--- src/rtl/mcyc_cpu.sv ---
module mcyc_cpu #(
  parameter int DW = 16,
  parameter int AW = 8
) (
  input  logic          clk,
  input  logic          rst_n,
  output logic [AW-1:0] mem_addr,
  output logic [DW-1:0] mem_wdata,
  input  logic [DW-1:0] mem_rdata,
  output logic          mem_we,
  output logic          mem_re
);
  localparam int NREG = 16;

  typedef enum logic [3:0] {
    S_FETCH, S_DECODE, S_LD, S_ST, S_STI, S_LI, S_ADD, S_SUB, S_JZ
  } state_t;

  state_t          state;
  logic [AW-1:0]   pc;
  logic [15:0]     ir;
  logic [DW-1:0]   rf [NREG];
  logic [DW-1:0]   rd_n, rd_m, alu_y, wr_data;
  logic            rf_we, alu_zero;

  wire [3:0] op  = ir[15:12];
  wire [3:0] rn  = ir[11:8];
  wire [3:0] rm  = ir[7:4];
  wire [7:0] opd = ir[7:0];

  assign rd_n     = rf[rn];
  assign rd_m     = rf[rm];
  assign alu_y    = (state == S_SUB) ? rd_n - rd_m : rd_n + rd_m;
  assign alu_zero = (rd_n == '0);

  always_comb begin
    unique case (state)
      S_FETCH:      mem_addr = pc;
      S_LD, S_ST:   mem_addr = AW'(opd);
      S_STI:        mem_addr = rd_n[AW-1:0];
      default:      mem_addr = '0;
    endcase
  end

  assign mem_re    = (state == S_FETCH) || (state == S_LD);
  assign mem_we    = (state == S_ST) || (state == S_STI);
  assign mem_wdata = (state == S_STI) ? rd_m : rd_n;

  assign rf_we = (state == S_LD) || (state == S_LI) ||
                 (state == S_ADD) || (state == S_SUB);

  always_comb begin
    unique case (state)
      S_LD:    wr_data = mem_rdata;
      S_LI:    wr_data = DW'(opd);
      default: wr_data = alu_y;
    endcase
  end

  always_ff @(posedge clk) begin
    if (!rst_n) begin
      state <= S_FETCH;
      pc    <= '0;
      ir    <= '0;
    end else begin
      unique case (state)
        S_FETCH: begin
          ir    <= mem_rdata[15:0];
          pc    <= pc + 1'b1;
          state <= S_DECODE;
        end
        S_DECODE: begin
          unique case (op)
            4'b0000: state <= S_LD;
            4'b0001: state <= S_ST;
            4'b0010: state <= S_STI;
            4'b0011: state <= S_LI;
            4'b0100: state <= S_ADD;
            4'b0101: state <= S_SUB;
            4'b0110: state <= S_JZ;
            default: state <= S_FETCH;
          endcase
        end
        S_JZ: begin
          if (alu_zero) pc <= pc + AW'($signed(opd));
          state <= S_FETCH;
        end
        default: state <= S_FETCH;
      endcase
    end
  end

  always_ff @(posedge clk) begin
    if (!rst_n) begin
      for (int i = 0; i < NREG; i++) rf[i] <= '0;
    end else if (rf_we) begin
      rf[rn] <= wr_data;
    end
  end

  assert_pc_step_R2: assert property (@(posedge clk) disable iff (!rst_n)
    (state == S_FETCH) |=> (state == S_DECODE) && (pc == $past(pc) + 1'b1));

  assert_exec_returns_R2: assert property (@(posedge clk) disable iff (!rst_n)
    (state != S_FETCH && state != S_DECODE) |=> (state == S_FETCH));

  assert_jz_hold_R8: assert property (@(posedge clk) disable iff (!rst_n)
    (state == S_JZ && rd_n != '0) |=> (pc == $past(pc)));

  assert_undef_skip_R9: assert property (@(posedge clk) disable iff (!rst_n)
    (state == S_DECODE && op > 4'b0110) |=> (state == S_FETCH) && $stable(pc));

  assert_we_excl_R11: assert property (@(posedge clk) disable iff (!rst_n)
    mem_we |-> !mem_re);

  assert_we_after_decode_R11: assert property (@(posedge clk) disable iff (!rst_n)
    mem_we |-> $past(state) == S_DECODE);
endmodule

--- config.mk ---
export PLATFORM = sky130hd
export DESIGN_NAME = mcyc_cpu
export DESIGN_NICKNAME = d
export VERILOG_FILES = /design/src/rtl/mcyc_cpu.sv
export SDC_FILE = /design/constraint.sdc
export NUM_CORES = 1
export LEC_CHECK = 0
export BUFFER_PORTS_ARGS = -buffer_cell sky130_fd_sc_hd__buf_2
export CORE_MARGIN = 3
export CORE_UTILIZATION = 52
export DETAILED_ROUTE_END_ITERATION = 10
export HOLD_SLACK_MARGIN = 0.1
export PLACE_DENSITY = 0.69
export SLEW_MARGIN = 30
export SYNTH_ARGS = -nofsm -noshare
export SYNTH_HDL_FRONTEND = slang
export SYNTH_SLANG_ARGS = --single-unit
--- constraint.sdc ---
create_clock -name clk -period 6.4 [get_ports clk]
set_input_delay 0.32 -clock clk [delete_from_list [all_inputs] [get_ports clk]]
set_output_delay 0.32 -clock clk [all_outputs]
set_load 0.03 [all_outputs]
==> summary.md <==
| Metric | Value |
|---|---|
| # IOs | between 40 and 50 |
| Port buffer count | 43 |
| Largest cells by area after synthesis | edfxtp_1 (48%), mux4_2 (18%), nor2_1 (6.5%) |
| Avg Inst Size Synth | 12.9 µm² |
| Number of global-route vias before repair | around 12,000 |
| Chip height | about 180 µm |
| WHS Endpoint | pc[7] |
| Fmax | between 150 and 200 MHz |
| Initial DRC Count | roughly 1,600 |
| Final ANT Viol Nets | 0 |
| Worst path required time | 6.69 ns |
| Synth Warn # | 0 |
| Cell Area, Synth | 16,100 µm² |
| DR WL/cell | ~30 µm |
| Max cap viols | 0 |
| R2R depth | 18 |
| Clk Latency, worst-skew pair | a little under 0.6 ns |
| Hold path startpoint | rst_n |
| Largest net degree at the start of global routing | 45 |
| Seq cells post-synth | approximately 290 |
| Max-slew headroom | about 30% |
| Leading cell type in the layout, fill and taps excluded | nor2_1 |
| Worst Setup Start Kind | flip-flop |
| CP Cell Sequence | buf_4 -> mux4_2 -> a22oi_1 -> nand2_1 -> nor4_2 -> nand3_1 -> nor2_1 -> a21oi_1 -> xnor2_1 -> ha_1 -> or3_1 -> nor3_1 -> o31a_1 -> a211oi_1 -> mux2i_1 -> and3_1 -> buf_4 -> nor2_1 |
| GRT overflow | 0 |
| GPL Wtd Cong | 0.951 |
| Most used routing layer in global routing | met2 |
| Die Width | roughly 180 µm |
| First-pass DRT Iterations | 6 |
| Top flip-flop cell by instance count after synthesis | edfxtp_1 |
| Peak supply drop | approximately 0.26 mV |
| Setup repair after global routing missed its margin | false |
| CTS root buffer | clkbuf_16 |
| Static Leak | 6.60 nW |
| Tcrit/Tclk final | 84.0% |
| R2R Path End | rf[2][15] |
| Grt met2 use | approximately 50% |
| Number of remaining DRC errors | 0 |
| Number of synthesized flops with an enable pin | between 200 and 300 |
| Reg-to-reg setup timing slack | a little over 1 ns |
| Yosys top cell area share | 47.7% |
| Final setup violation count | 0 |
| Final hold vios | 0 |
| Post-Synthesis Cells | 1,252 |
| Core ar. | between 30,000 and 40,000 µm² |
| H-Tree Level Count | 1 |
| Critical Path AT | 5.66 ns |
| Commonest non-fill, non-tap cells in the layout | nor2_1 (278), edfxtp_1 (256), mux4_2 (130), nand2_1 (121), buf_4 (58) |
| Critical path class | reg -> reg |
| Via Count | around 12,000 |
| Rows | 63 |
| Met1 usage | approximately two fifths |
| Nets | 1,352 |
| DP Cell Count | roughly 1,700 |
| Die area | approximately 33,000 µm² |
| Final wirelength | between 50 and 60 mm |
| Synth cell types | 60 |
| Clk sink count | 292 |
| Worst-path clk slew | around 0.07 ns |
| Hold Path Depth | 4 |
| Ys async rst share | 0% |
| First-pass GRT wire length | approximately 74 mm |
| PwrDens | approximately 350 nW/µm² |
| Starting Density | between 50% and 60% |
| Fin. max-slew vios | 0 |
| Setup bufs post-CTS | 0 |
| CTS Buf Count | 31 |
| Initial antenna violation count | 0 |
| Critical path capture point type | flip-flop |
| Setup TNS | 0 ns |
| Area leader, netlist | edfxtp_1 |
| CP max stage delay | approximately 0.67 ns |
| Min Tclk post-route | 5.37 ns |
| GR Util All Layers | between 30% and 40% |
| Share of cells above drive strength 1 | roughly 24% |
| Final Non-Filler Cells | 1,717 |
| Vias per std cell | 6.79 |
| Slowest-stage cell, CP | dfxtp_2 |
| TritonCTS clock tree | done |
| Post-DP HPWL | ~32 mm |
| Register area share after synthesis | 52.2% |
| Slew of the pin with the lowest slew margin | between 1 and 1.5 ns |
| Antenna diode count | 0 |
| GRT met3 Usage | between 7 and 8% |
| Area delta synth->final | 11.6% |
| Syn nets | ~1,300 |
| Clock Skew | approximately 0.018 ns |
| CTS max path bufs | 3 |
| Worst hold path class | in -> reg |
| Status | finished, final reports clean |
| Crit path max fanout | 28 |
-- metal layers --
metal,wire (µm),share of wire (%)
met1,17800,36
met2,23500,47
met3,6320,13
met4,2520,5.0
met5,0,0
-- Yosys cell counts (all sizes together) (10+ instances only) --
library cell / instances
a21boi: 18
a21oi: 21
a22oi: 20
and2: 10
buf: 26
clkbuf: 69
dfxtp: 36
edfxtp: 256
ha: 23
inv: 22
mux2i: 12
mux4: 145
nand2: 135
nand3: 13
nor2: 288
nor2b: 16
nor3: 11
o21ai: 10
xnor2: 20
xor2: 11
-- cell type report --
type	count	area [µm²]
fill	2349	12100
sequential	292	8420
multi-input combinational	843	7250
timing repair buffer	119	851
clock buffer	33	783
tap	390	488
clock inverter	18	93.8
inverter	22	82.6
-- worst max path at each step --
stage	start	endpoint	slack (ns)	cells after the start
finish	flip-flop	rf[2][15]	1.03	18
global route	flip-flop	rf[2][15]	0.80	18
CTS	flip-flop	rf[1][15]	1.12	18
detailed placement	flip-flop	rf[4][15]	1.15	18
global placement	flip-flop	rf[2][15]	1.22	18
floorplan	flip-flop	rf[0][13]	1.76	19
-- flip-flops by register name, indices dropped and copies added (netlist names), named ones only --
register,count
state,4
ir,16
rf,256
pc,8
-- repair_timing --
item / CTS / global route
hold endpoints to repair: 24 / 0
resized for setup: 0 / 0
hold buffers: 16 / 0
setup endpoints to repair: 0 / 0
-- kinds of logic after synthesis --
| family | synth area share [%] |
|---|---|
| XOR/XNOR | 1.69 |
| adder cells (fa/ha/maj) | 2.04 |
| AND/OR/NAND/NOR | 13.6 |
| AO/OA/AOI/OAI | 5.70 |
| buffers and inverters | 3.26 |
| flip-flops | 52.2 |
| multiplexers | 21.4 |
-- worst max-delay path: cells and delay by family (launching register included) --
kind / cells / cell delay (ns)
AO/OA/AOI/OAI: 4 / 0.68
XOR/XNOR: 1 / 0.17
adder cells (fa/ha/maj): 1 / 0.24
buffers and inverters: 2 / 0.86
flip-flops: 1 / 0.67
multiplexers: 2 / 0.49
AND/OR/NAND/NOR: 8 / 1.93
-- through the flow --
stage	setup slack, ns	cell area [µm²]	hold WS, ns	utilization, %	total power [mW]
2_1_floorplan	1.76	16100	0.421	-	3.88
3_3_place_gp	1.22	16900	0.433	56.1	4.62
3_5_place_dp	1.15	16900	0.446	56.2	4.63
4_1_cts	1.12	18000	0.327	59.7	6.24
5_1_grt	0.801	18000	0.366	59.7	6.53
6_report	1.03	18000	0.328	59.7	6.28
-- report_power, final --
group / total [mW] / leakage [nW] / internal (mW) / switching [mW]
registers: 2.27 / 2.94 / 2.16 / 0.117
logic: 2.39 / 3.23 / 0.844 / 1.54
clock network: 1.62 / 0.431 / 0.872 / 0.745
(Power assumes the default switching activity.)
